==> src/rtl/cq_pkg.sv <==
package cq_pkg;
  localparam int NUM_KINDS = 4;
  localparam int IDX_LOAD  = 0;
  localparam int IDX_STORE = 1;
  localparam int IDX_FLUSH = 2;
  localparam int IDX_EVICT = 3;

  // strobes from control to datapath, one per queue
  typedef struct packed {
    logic push;
    logic pop;
  } qStrobe_t;

  // occupancy state from datapath to control, one per queue
  typedef struct packed {
    logic full;
    logic empty;
  } qStatus_t;
endpackage

==> src/rtl/cq_fifo.sv <==
module cq_fifo #(
  parameter int WIDTH = 8,
  parameter int DEPTH = 4
) (
  input  logic             clk,
  input  logic             rstN,
  input  logic             push,
  input  logic             pop,
  input  logic [WIDTH-1:0] wrData,
  output logic [WIDTH-1:0] rdData,
  output logic             full,
  output logic             empty
);
  localparam int PTR_W = (DEPTH > 1) ? $clog2(DEPTH) : 1;
  localparam int CNT_W = $clog2(DEPTH + 1);
  localparam logic [PTR_W-1:0] LAST_PTR = PTR_W'(DEPTH - 1);
  localparam logic [CNT_W-1:0] MAX_CNT  = CNT_W'(DEPTH);

  logic [WIDTH-1:0] store [DEPTH];
  logic [PTR_W-1:0] wrPtr, rdPtr;
  logic [CNT_W-1:0] count;
  logic doPop, doPush;

  assign empty  = (count == '0);
  assign full   = (count == MAX_CNT);
  assign doPop  = pop & ~empty;
  assign doPush = push & (~full | doPop);
  assign rdData = store[rdPtr];

  always_ff @(posedge clk or negedge rstN) begin
    if (!rstN) begin
      wrPtr <= '0;
      rdPtr <= '0;
      count <= '0;
    end else begin
      if (doPush) wrPtr <= (wrPtr == LAST_PTR) ? '0 : wrPtr + 1'b1;
      if (doPop)  rdPtr <= (rdPtr == LAST_PTR) ? '0 : rdPtr + 1'b1;
      if (doPush && !doPop)      count <= count + 1'b1;
      else if (doPop && !doPush) count <= count - 1'b1;
    end
  end

  always_ff @(posedge clk) begin
    if (doPush) store[wrPtr] <= wrData;
  end
endmodule

==> src/rtl/cq_ctrl.sv <==
module cq_ctrl
  import cq_pkg::*;
#(
  parameter int NUM_UNITS = 2,
  localparam int SEL_W = (NUM_UNITS > 1) ? $clog2(NUM_UNITS) : 1
) (
  input  logic [NUM_KINDS-1:0][NUM_UNITS-1:0] postValid,
  input  logic [NUM_KINDS-1:0]                dequeue,
  input  qStatus_t [NUM_KINDS-1:0]            status,
  output logic [NUM_KINDS-1:0][NUM_UNITS-1:0] accept,
  output logic [NUM_KINDS-1:0][SEL_W-1:0]     selIdx,
  output qStrobe_t [NUM_KINDS-1:0]            strobes
);
  for (genvar k = 0; k < NUM_KINDS; k++) begin : g_kind
    logic found;
    logic room;
    logic [SEL_W-1:0] pick;

    // fixed priority: lowest unit index wins
    always_comb begin
      found = 1'b0;
      pick  = '0;
      for (int u = 0; u < NUM_UNITS; u++) begin
        if (!found && postValid[k][u]) begin
          found = 1'b1;
          pick  = SEL_W'(u);
        end
      end
    end

    assign strobes[k].pop  = dequeue[k] & ~status[k].empty;
    assign room            = ~status[k].full | strobes[k].pop;
    assign strobes[k].push = found & room;
    assign selIdx[k]       = pick;

    always_comb begin
      accept[k] = '0;
      if (strobes[k].push) accept[k][pick] = 1'b1;
    end
  end
endmodule

==> src/rtl/cq_datapath.sv <==
module cq_datapath
  import cq_pkg::*;
#(
  parameter int NUM_UNITS  = 2,
  parameter int THREAD_W   = 2,
  parameter int ADDR_W     = 32,
  parameter int LINE_BYTES = 8,
  parameter int DEPTH      = 4,
  localparam int SEL_W  = (NUM_UNITS > 1) ? $clog2(NUM_UNITS) : 1,
  localparam int LINE_W = LINE_BYTES * 8
) (
  input  logic                           clk,
  input  logic                           rstN,
  input  logic [NUM_UNITS*THREAD_W-1:0]  ldPostThread,
  input  logic [NUM_UNITS*ADDR_W-1:0]    ldPostAddr,
  input  logic [NUM_UNITS-1:0]           ldPostCoherent,
  input  logic [NUM_UNITS*THREAD_W-1:0]  stPostThread,
  input  logic [NUM_UNITS*ADDR_W-1:0]    stPostAddr,
  input  logic [NUM_UNITS-1:0]           stPostCoherent,
  input  logic [NUM_UNITS*ADDR_W-1:0]    flPostAddr,
  input  logic [NUM_UNITS*LINE_W-1:0]    flPostLine,
  input  logic [NUM_UNITS*LINE_BYTES-1:0] flPostDirty,
  input  logic [NUM_UNITS-1:0]           flPostCoherent,
  input  logic [NUM_UNITS*ADDR_W-1:0]    evPostAddr,
  input  logic [NUM_UNITS*LINE_W-1:0]    evPostLine,
  input  logic [NUM_UNITS-1:0]           evPostCoherent,
  input  logic [NUM_KINDS-1:0][SEL_W-1:0] selIdx,
  input  qStrobe_t [NUM_KINDS-1:0]       strobes,
  output qStatus_t [NUM_KINDS-1:0]       status,
  output logic [THREAD_W-1:0]            ldHeadThread,
  output logic [ADDR_W-1:0]              ldHeadAddr,
  output logic                           ldHeadCoherent,
  output logic [THREAD_W-1:0]            stHeadThread,
  output logic [ADDR_W-1:0]              stHeadAddr,
  output logic                           stHeadCoherent,
  output logic [ADDR_W-1:0]              flHeadAddr,
  output logic [LINE_W-1:0]              flHeadLine,
  output logic [LINE_BYTES-1:0]          flHeadDirty,
  output logic                           flHeadCoherent,
  output logic [ADDR_W-1:0]              evHeadAddr,
  output logic [LINE_W-1:0]              evHeadLine,
  output logic                           evHeadCoherent
);
  localparam int LDST_W  = THREAD_W + ADDR_W + 1;
  localparam int FLUSH_W = ADDR_W + LINE_W + LINE_BYTES + 1;
  localparam int EVICT_W = ADDR_W + LINE_W + 1;

  logic [LDST_W-1:0]  ldUnitPk [NUM_UNITS];
  logic [LDST_W-1:0]  stUnitPk [NUM_UNITS];
  logic [FLUSH_W-1:0] flUnitPk [NUM_UNITS];
  logic [EVICT_W-1:0] evUnitPk [NUM_UNITS];

  for (genvar u = 0; u < NUM_UNITS; u++) begin : g_unit
    assign ldUnitPk[u] = {ldPostCoherent[u], ldPostAddr[u*ADDR_W +: ADDR_W],
                          ldPostThread[u*THREAD_W +: THREAD_W]};
    assign stUnitPk[u] = {stPostCoherent[u], stPostAddr[u*ADDR_W +: ADDR_W],
                          stPostThread[u*THREAD_W +: THREAD_W]};
    assign flUnitPk[u] = {flPostCoherent[u], flPostDirty[u*LINE_BYTES +: LINE_BYTES],
                          flPostLine[u*LINE_W +: LINE_W], flPostAddr[u*ADDR_W +: ADDR_W]};
    assign evUnitPk[u] = {evPostCoherent[u], evPostLine[u*LINE_W +: LINE_W],
                          evPostAddr[u*ADDR_W +: ADDR_W]};
  end

  logic [LDST_W-1:0]  ldHeadPk, stHeadPk;
  logic [FLUSH_W-1:0] flHeadPk;
  logic [EVICT_W-1:0] evHeadPk;

  cq_fifo #(.WIDTH(LDST_W), .DEPTH(DEPTH)) u_ldQ (
    .clk(clk), .rstN(rstN),
    .push(strobes[IDX_LOAD].push), .pop(strobes[IDX_LOAD].pop),
    .wrData(ldUnitPk[selIdx[IDX_LOAD]]), .rdData(ldHeadPk),
    .full(status[IDX_LOAD].full), .empty(status[IDX_LOAD].empty));

  cq_fifo #(.WIDTH(LDST_W), .DEPTH(DEPTH)) u_stQ (
    .clk(clk), .rstN(rstN),
    .push(strobes[IDX_STORE].push), .pop(strobes[IDX_STORE].pop),
    .wrData(stUnitPk[selIdx[IDX_STORE]]), .rdData(stHeadPk),
    .full(status[IDX_STORE].full), .empty(status[IDX_STORE].empty));

  cq_fifo #(.WIDTH(FLUSH_W), .DEPTH(DEPTH)) u_flQ (
    .clk(clk), .rstN(rstN),
    .push(strobes[IDX_FLUSH].push), .pop(strobes[IDX_FLUSH].pop),
    .wrData(flUnitPk[selIdx[IDX_FLUSH]]), .rdData(flHeadPk),
    .full(status[IDX_FLUSH].full), .empty(status[IDX_FLUSH].empty));

  cq_fifo #(.WIDTH(EVICT_W), .DEPTH(DEPTH)) u_evQ (
    .clk(clk), .rstN(rstN),
    .push(strobes[IDX_EVICT].push), .pop(strobes[IDX_EVICT].pop),
    .wrData(evUnitPk[selIdx[IDX_EVICT]]), .rdData(evHeadPk),
    .full(status[IDX_EVICT].full), .empty(status[IDX_EVICT].empty));

  assign {ldHeadCoherent, ldHeadAddr, ldHeadThread} = ldHeadPk;
  assign {stHeadCoherent, stHeadAddr, stHeadThread} = stHeadPk;
  assign {flHeadCoherent, flHeadDirty, flHeadLine, flHeadAddr} = flHeadPk;
  assign {evHeadCoherent, evHeadLine, evHeadAddr} = evHeadPk;
endmodule

==> src/rtl/cq_frontend.sv <==
module cq_frontend
  import cq_pkg::*;
#(
  parameter int NUM_UNITS  = 2,
  parameter int THREAD_W   = 2,
  parameter int ADDR_W     = 32,
  parameter int LINE_BYTES = 8,
  parameter int DEPTH      = 4,
  localparam int LINE_W = LINE_BYTES * 8
) (
  input  logic                            clk,
  input  logic                            rstN,
  input  logic [NUM_UNITS-1:0]            ldPostValid,
  input  logic [NUM_UNITS*THREAD_W-1:0]   ldPostThread,
  input  logic [NUM_UNITS*ADDR_W-1:0]     ldPostAddr,
  input  logic [NUM_UNITS-1:0]            ldPostCoherent,
  output logic [NUM_UNITS-1:0]            ldPostAccept,
  input  logic [NUM_UNITS-1:0]            stPostValid,
  input  logic [NUM_UNITS*THREAD_W-1:0]   stPostThread,
  input  logic [NUM_UNITS*ADDR_W-1:0]     stPostAddr,
  input  logic [NUM_UNITS-1:0]            stPostCoherent,
  output logic [NUM_UNITS-1:0]            stPostAccept,
  input  logic [NUM_UNITS-1:0]            flPostValid,
  input  logic [NUM_UNITS*ADDR_W-1:0]     flPostAddr,
  input  logic [NUM_UNITS*LINE_W-1:0]     flPostLine,
  input  logic [NUM_UNITS*LINE_BYTES-1:0] flPostDirty,
  input  logic [NUM_UNITS-1:0]            flPostCoherent,
  output logic [NUM_UNITS-1:0]            flPostAccept,
  input  logic [NUM_UNITS-1:0]            evPostValid,
  input  logic [NUM_UNITS*ADDR_W-1:0]     evPostAddr,
  input  logic [NUM_UNITS*LINE_W-1:0]     evPostLine,
  input  logic [NUM_UNITS-1:0]            evPostCoherent,
  output logic [NUM_UNITS-1:0]            evPostAccept,
  output logic                            ldFull,
  output logic                            stFull,
  output logic                            flFull,
  output logic                            evFull,
  output logic                            ldHeadValid,
  output logic [THREAD_W-1:0]             ldHeadThread,
  output logic [ADDR_W-1:0]               ldHeadAddr,
  output logic                            ldHeadCoherent,
  input  logic                            ldDequeue,
  output logic                            stHeadValid,
  output logic [THREAD_W-1:0]             stHeadThread,
  output logic [ADDR_W-1:0]               stHeadAddr,
  output logic                            stHeadCoherent,
  input  logic                            stDequeue,
  output logic                            flHeadValid,
  output logic [ADDR_W-1:0]               flHeadAddr,
  output logic [LINE_W-1:0]               flHeadLine,
  output logic [LINE_BYTES-1:0]           flHeadDirty,
  output logic                            flHeadCoherent,
  input  logic                            flDequeue,
  output logic                            evHeadValid,
  output logic [ADDR_W-1:0]               evHeadAddr,
  output logic [LINE_W-1:0]               evHeadLine,
  output logic                            evHeadCoherent,
  input  logic                            evDequeue
);
  localparam int SEL_W = (NUM_UNITS > 1) ? $clog2(NUM_UNITS) : 1;

  logic [NUM_KINDS-1:0][NUM_UNITS-1:0] postValid, accept;
  logic [NUM_KINDS-1:0][SEL_W-1:0]     selIdx;
  logic [NUM_KINDS-1:0]                dequeue;
  qStrobe_t [NUM_KINDS-1:0]            strobes;
  qStatus_t [NUM_KINDS-1:0]            status;

  assign postValid[IDX_LOAD]  = ldPostValid;
  assign postValid[IDX_STORE] = stPostValid;
  assign postValid[IDX_FLUSH] = flPostValid;
  assign postValid[IDX_EVICT] = evPostValid;
  assign dequeue = {evDequeue, flDequeue, stDequeue, ldDequeue};

  cq_ctrl #(.NUM_UNITS(NUM_UNITS)) u_ctrl (
    .postValid(postValid), .dequeue(dequeue), .status(status),
    .accept(accept), .selIdx(selIdx), .strobes(strobes));

  cq_datapath #(
    .NUM_UNITS(NUM_UNITS), .THREAD_W(THREAD_W), .ADDR_W(ADDR_W),
    .LINE_BYTES(LINE_BYTES), .DEPTH(DEPTH)
  ) u_dp (
    .clk(clk), .rstN(rstN),
    .ldPostThread(ldPostThread), .ldPostAddr(ldPostAddr), .ldPostCoherent(ldPostCoherent),
    .stPostThread(stPostThread), .stPostAddr(stPostAddr), .stPostCoherent(stPostCoherent),
    .flPostAddr(flPostAddr), .flPostLine(flPostLine), .flPostDirty(flPostDirty),
    .flPostCoherent(flPostCoherent),
    .evPostAddr(evPostAddr), .evPostLine(evPostLine), .evPostCoherent(evPostCoherent),
    .selIdx(selIdx), .strobes(strobes), .status(status),
    .ldHeadThread(ldHeadThread), .ldHeadAddr(ldHeadAddr), .ldHeadCoherent(ldHeadCoherent),
    .stHeadThread(stHeadThread), .stHeadAddr(stHeadAddr), .stHeadCoherent(stHeadCoherent),
    .flHeadAddr(flHeadAddr), .flHeadLine(flHeadLine), .flHeadDirty(flHeadDirty),
    .flHeadCoherent(flHeadCoherent),
    .evHeadAddr(evHeadAddr), .evHeadLine(evHeadLine), .evHeadCoherent(evHeadCoherent));

  assign ldPostAccept = accept[IDX_LOAD];
  assign stPostAccept = accept[IDX_STORE];
  assign flPostAccept = accept[IDX_FLUSH];
  assign evPostAccept = accept[IDX_EVICT];

  assign ldFull = status[IDX_LOAD].full;
  assign stFull = status[IDX_STORE].full;
  assign flFull = status[IDX_FLUSH].full;
  assign evFull = status[IDX_EVICT].full;

  assign ldHeadValid = ~status[IDX_LOAD].empty;
  assign stHeadValid = ~status[IDX_STORE].empty;
  assign flHeadValid = ~status[IDX_FLUSH].empty;
  assign evHeadValid = ~status[IDX_EVICT].empty;
endmodule

==> config.mk <==
export PLATFORM = sky130hd
export DESIGN_NAME = cq_frontend
export DESIGN_NICKNAME = d
export VERILOG_FILES = /design/src/rtl/cq_pkg.sv /design/src/rtl/cq_fifo.sv /design/src/rtl/cq_ctrl.sv /design/src/rtl/cq_datapath.sv /design/src/rtl/cq_frontend.sv
export SDC_FILE = /design/constraint.sdc
export NUM_CORES = 1
export LEC_CHECK = 0
export BUFFER_PORTS_ARGS = -buffer_cell sky130_fd_sc_hd__buf_4
export CORE_MARGIN = 5
export CORE_UTILIZATION = 25
export CTS_BUF_LIST = sky130_fd_sc_hd__clkbuf_4
export DETAILED_ROUTE_END_ITERATION = 10
export PLACE_DENSITY = 0.47
export SLEW_MARGIN = 20
export SYNTH_ARGS = -nofsm -noshare
export SYNTH_HDL_FRONTEND = slang
export SYNTH_SLANG_ARGS = --single-unit
==> constraint.sdc <==
create_clock -name clk -period 5.6 [get_ports clk]
set_input_delay 0.56 -clock clk [delete_from_list [all_inputs] [get_ports clk]]
set_output_delay 0.56 -clock clk [all_outputs]
set_load 0.01 [all_outputs]
# ---- After elaboration in Yosys (flattened, before gate mapping)
# Memory sizes are Yosys's and may differ from the RTL's.
# Cells that the tools add are included.
dict set report totals {
  regBits 28
  ram_bits 1088
  in_bits 558
  out_inout_bits 288
  memories 4
}
# name words width read_ports rd_ports_with_merged_regs wr line_no
set memory_table {}
lappend memory_table {u_dp.u_flQ.store 4 105 1 0 1 cq_fifo.sv:19} ;# logic [WIDTH-1:0] store [DEPTH];
lappend memory_table {u_dp.u_evQ.store 4 97 1 0 1 cq_fifo.sv:19}
lappend memory_table {u_dp.u_ldQ.store 4 35 1 0 1 cq_fifo.sv:19}
lappend memory_table {u_dp.u_stQ.store 4 35 1 0 1 cq_fifo.sv:19}
dict set report classes {
  add_sub_neg 16
  magnitude_cmp 12
  n_eq_ne 12
  muxes 60
  bitwise 36
  reduce_logical 36
}
# operator count
set op_table {}
lappend op_table {{105-bit two-way mux} 3}
lappend op_table {{97-bit two-way mux} 3}
lappend op_table {{35-bit two-way mux} 6}
lappend op_table {{1-bit two-way mux} 24}
lappend op_table {{2-bit two-way mux} 12}
lappend op_table {{3-bit two-way mux} 8}
lappend op_table {{2-bit by 1-bit adder with 2-bit output, second input constant} 8}
lappend op_table {{1-bit AND} 16}
lappend op_table {{2-bit == test, second input constant} 8}
lappend op_table {{1-bit logical AND} 16}
lappend op_table {{3-bit by 1-bit adder with 3-bit output, second input constant} 4}
lappend op_table {{3-bit == test, second input constant} 4}
lappend op_table {{1-bit zero test} 12}
lappend op_table {{3-bit zero test} 4}
lappend op_table {{3-bit by 1-bit subtractor with 3-bit output, second input constant} 4}
lappend op_table {{2-bit greater-or-equal comparator, second input constant} 4}
lappend op_table {{1-bit by 2-bit < comparator with 1-bit output, second input constant} 4}
lappend op_table {{1-bit NOT} 8}
lappend op_table {{1-bit NOT with 2-bit output} 4}
lappend op_table {{1-bit OR} 8}
lappend op_table {{2-bit nonzero test} 4}
lappend op_table {{1-bit demux with 1-bit select} 4}
lappend op_table {{1-bit greater-or-equal comparator, second input constant} 4}

# ---- Logic depth before layout (Yosys ltp)
dict set report depth {
  ltp_word 10
  mapped_depth 8
  ltp_nobuf 8
}

# ---- Modules after synthesis
# A second synthesis with hierarchy kept.
dict set report unflattened {
  hier_cells 1909
  area_unflattened_um2 45158.3
}
# module instances cells_per_inst area_each_um2
set by_module_without_submodules {}
lappend by_module_without_submodules {{cq_fifo at u_dp.u_flQ} 1 586 15571.2}
lappend by_module_without_submodules {{cq_fifo at u_dp.u_evQ} 1 544 14430.1}
lappend by_module_without_submodules {{cq_fifo at u_dp.u_ldQ ...} 2 220 5614.1}
lappend by_module_without_submodules {cq_datapath 1 303 3648.5}
lappend by_module_without_submodules {cq_ctrl 1 32 265.3}
lappend by_module_without_submodules {cq_frontend 1 4 15.0}

# ---- Worst setup path after synthesis
# No wires, ideal clock.
dict set report synth_path {
  path_type {input port to flip-flop}
  startpoint {in flDequeue}
  endpoint {mem u_dp.u_flQ.store[0][0] (netlist name) (enable)}
  setup_ns 0.476
  t_arrival_ns 3.361
  path_slack_ns 1.763
  path_stages 3
  n_path_buf 0
  cell_sequence {nor4b_2 > nor2_1 > and2_1}
}
dict set report synth_between {
  elab_chain_cells 6
  elab_cells_between_ends 8
  cone_classes {mux: 2; bitwise: 6}
}
# item line_no
set synth_rtl {}
lappend synth_rtl {{start: declaration} cq_frontend.sv:53} ;# input logic flDequeue,
lappend synth_rtl {{1-bit AND (*)} cq_ctrl.sv:31} ;# assign strobes[k].pop = dequeue[k] & ~status[k].empty;
lappend synth_rtl {{1-bit OR or 1-bit AND (tied branches)} {cq_ctrl.sv:32, cq_fifo.sv:26}}
lappend synth_rtl {{1-bit AND or 1-bit OR (tied branches)} {cq_ctrl.sv:33, cq_fifo.sv:27}}
lappend synth_rtl {{1-bit AND (*)} cq_fifo.sv:27} ;# assign doPush = push & (~full | doPop);
lappend synth_rtl {{named net u_dp.u_flQ.doPush} cq_fifo.sv:22} ;# logic doPop, doPush;
lappend synth_rtl {{1-bit two-way mux (*)} cq_fifo.sv:44} ;# if (doPush) store[wrPtr] <= wrData;
lappend synth_rtl {{1-bit two-way mux (implied by the code) (*)} cq_fifo.sv:44}
lappend synth_rtl {{end: declaration} cq_fifo.sv:19}
# The timed path passes the listed nets; every way through them passes the cells marked *.

# ---- Worst setup path after layout
dict set report layout_path {
  startpoint {reg u_dp.u_evQ.rdPtr[0]}
  endpoint {out evHeadLine[16]}
}
dict set report layout_between {
  elab_chain_cells 1
}
# item line_no
set layout_rtl {}
lappend layout_rtl {{start: declaration} cq_fifo.sv:20} ;# logic [PTR_W-1:0] wrPtr, rdPtr;
lappend layout_rtl {{start signal: assignment} cq_fifo.sv:37} ;# if (doPop) rdPtr <= (rdPtr == LAST_PTR) ? '0 : rdPtr + 1'b1;
lappend layout_rtl {{memory read 4 x 97 bit} n/a}
lappend layout_rtl {{end: declaration} cq_frontend.sv:56} ;# output logic [LINE_W-1:0] evHeadLine,
# No other way between the ends.

==> flow_summary.yaml <==
clock_tree:
  cts_buffer_depth: 4
  cts.sinks: 1116
  clock-root-buffer: "clkbuf_4"
  insertion_delay_ps: 1260
  ctsHtreeMaxLevel: 5
  postCtsSetupBuffers: 0
  tritoncts_clock_tree: "done"
  clkSlewWorstSetupHoldPaths_ps: 60
  tritoncts.num_buffers: 323
global_routing:
  grt.total_usage: 0.137
  number_of_antenna_violations_at_the_first_check_in_global_routing: 16
  wire_length_of_the_first_global_routing_pass_mm: 187
  aggregate_global_routing_overflow: 0
  vias_in_the_first_global_route: 28507
  maximum_number_of_pins_on_one_net_before_global_route_repair: 96
sta:
  timing_max_transition_violations_final: 0
  final-setup-viol-count: 0
  max_slew.worst_pin.slew_ps: 1060
  timing.final.crit_share: 0.756
  timing.clock.skew_ps: 124
  fmax_ghz: 0.236
  final_worst_path_period_need_ps: 4240
  grt_setup_unrepaired: "false"
  hold_violations: 0
  max_slew_margin: 0.295
  worst_slack_ps: 1360
  fin_tns_setup_ps: 0
place:
  place.detailed.hpwl_mm: 87.0
  numPortBuffers: 845
  gp_routability_congestion: 0.799
  dp_worst_setup_slack_ps: 2510
  detailed_place.area_um2: 53300
worst_setup_path:
  critical-path-top-cell-by-count: "buf_4"
  slowest_delay_ps: 1010
  slowest_cell_on_the_critical_path: "dfrtp_4"
  timing.critical_path.required_ps: 5040
  timing.critical_path.from_type: "flip-flop"
  crit_chain: "buf_4 > mux4_2 > buf_4"
  criticalPathCategory: "reg -> out"
  setup.worst_path.end_class: "output port"
  crit_path_max_fanout: 44
  worstPathArrival_ps: 3680
cells_and_area:
  final_cell_area_um2: 63100
  final_standard_cell_utilization_of_the_core: 0.358
  syn_to_final_growth_pct: 42.4
  post_route_cells_drive_above_1_share: 0.518
  num-nets-final: 4159
route:
  detailroute.via_count: 25542
  viasPerCell: 4.16
  avgRoutedWirePerCell_um: 21.2
  wirelength_mm: 130
  drc: 0
  dr.pass1.iters: 5
  antenna_left: 0
  drt_iter0_drc: 1080
yosys:
  mappedNetlistNets: 2475
  synthesis.yosys.warnings: 0
  ys_types: 23
  post_synth.cell_area_avg_um2: 23.4
  synth_seq_cells: 1116
  synth_sequential_area_ratio: 0.754
  synthesis.instances: 1889
  post_synth_instance_area_um2: 44300
pwr:
  power_per_cell_area_nw_per_um2: 491
  power.leakage_nw: 22.8
  p_clk_frac: 0.235
  power.net_switching_mw: 9.90
  comb_power_share: 0.347
  internal_power_consumption_mw: 21.1
  power.sequential.fraction: 0.418
  vdd.ir_drop.worst_mv: 0.303
  switching_share: 0.320
floorplanning:
  fp.dieArea_um2: 186000
  core_area_um2: 176000
  start_util: 0.251
  boundaryPins: 846
  die_w_um: 431
  die_y_um: 431
  placement_rows: 154
hold_path:
  hold_path_class: "in -> reg"
run_status:
  status: "finished clean"
job:
  drv_cap: 0
critical path, delay by kind of cell (launching register included):
kind / cells / cell delay (ps)
flip-flops: 1 / 1010
buffers and inverters: 2 / 770
multiplexers: 1 / 580
timing repair:
item,4_1_cts,5_1_grt
resized for setup,0,0
hold buffers,577,0
hold endpoints to repair,1142,0
cells in the final DEF (no fill, tap or decap), types with 22 or more instances in the layout:
cell type      netlist  final
dfrtp_1             28     22
edfxtp_1          1088   1088
ha_1                24     24
mux2_2             292    292
clkbuf_4             0    477
dlygate4sd3_1        0    576
buf_4               10    870
mux4_2             272    272
clkinv_1             0     49
nor2_1              24     24
power by group through the flow:
stage	Sequential (mW)	Combinational, mW	Clock [mW]
after global routing	13.2	11.4	8.14
after floorplan	12.6	5.86	0
final	13.0	10.7	7.27
after CTS	13.0	11.2	7.65
after detailed placement	13.2	10.8	0
after global placement	13.2	10.8	0
path summary, 6_finish.rpt:
path,slack (ps),cells after the start,end,start
worst min register to register,500,1,u_dp.u_flQ.count[2],u_dp.u_flQ.count[2]
max in group asynchronous,4760,4,u_dp.u_flQ.rdPtr[0],rstN
worst max-delay path,1360,3,evHeadLine[16],u_dp.u_evQ.rdPtr[0]
min in group asynchronous,510,4,u_dp.u_evQ.wrPtr[1],rstN
worst min-delay path,230,4,u_dp.u_ldQ.wrPtr[0],ldPostValid[1]
worst max register to register,2730,4,u_dp.u_evQ.store[3][81],u_dp.u_evQ.count[2]
cell usage after synthesis (all sizes together):
cell type | instances | area, um2
mux4 | 272 | 6130
dfrtp | 28 | 701
and2 | 16 | 100
ha | 24 | 300
xnor2 | 4 | 35.0
nor2 | 24 | 90.1
mux2 | 292 | 3290
clkbuf | 11 | 41.3
or3 | 4 | 25.0
fa | 4 | 80.1
nor3b | 4 | 30.0
buf | 82 | 533
edfxtp | 1088 | 32700
nor4b | 4 | 77.6
inv | 12 | 45.0
nand2 | 4 | 15.0
nand2b | 4 | 25.0
nor2b | 4 | 25.0
xor2 | 8 | 70.1
logic make-up (layout without fill, tap and decap cells):
group	Yosys count	count (layout)	synth area share
other cells	0	13	0
xor+xnor	12	12	0.00237
fa+ha+maj	28	28	0.00859
buf+inv	105	2007	0.0140
simple gates	64	64	0.00876
flops	1116	1116	0.754
mux	564	564	0.213
metal layers:
layer / share of wire / GRT usage / vias up
met5: 0.00018 / 0 / -
met4: 0.042 / 0.0685 / 4
met3: 0.047 / 0.0338 / 283
met2: 0.53 / 0.242 / 713
met1: 0.38 / 0.153 / 13007
li1: - / - / 11535
per-stage QoR:
| step | std cells | total power, mW | hold WS, ps |
|---|---|---|---|
| final | 6144 | 31.0 | 227 |
| after global routing | 6143 | 32.7 | 57.9 |
| after CTS | 6131 | 31.9 | 1.36 |
| after detailed placement | 5011 | 24.0 | 494 |
| after global placement | 5011 | 23.9 | 482 |
| after floorplan | 1889 | 18.5 | 264 |
state kept, by name, indices dropped and copies added (netlist names), 3 cells and up:
name and count:
u_dp.u_evQ.store 388, u_dp.u_flQ.count 3, u_dp.u_stQ.count 3, u_dp.u_flQ.store 420, u_dp.u_ldQ.store 140, u_dp.u_ldQ.count 3, u_dp.u_evQ.count 3, u_dp.u_stQ.store 140
layout make-up:
type | instances | area, um2
multi-input cells | 668 | 10300
clock buffers | 477 | 3580
well taps | 2340 | 2930
diodes | 13 | 32.5
inverters | 12 | 45.0
fillers | 16833 | 113000
clock inverters | 66 | 310
repair buffers | 1452 | 12400
flip-flops and latches | 1116 | 33400
Note: power is estimated with default switching activity, not from simulation.
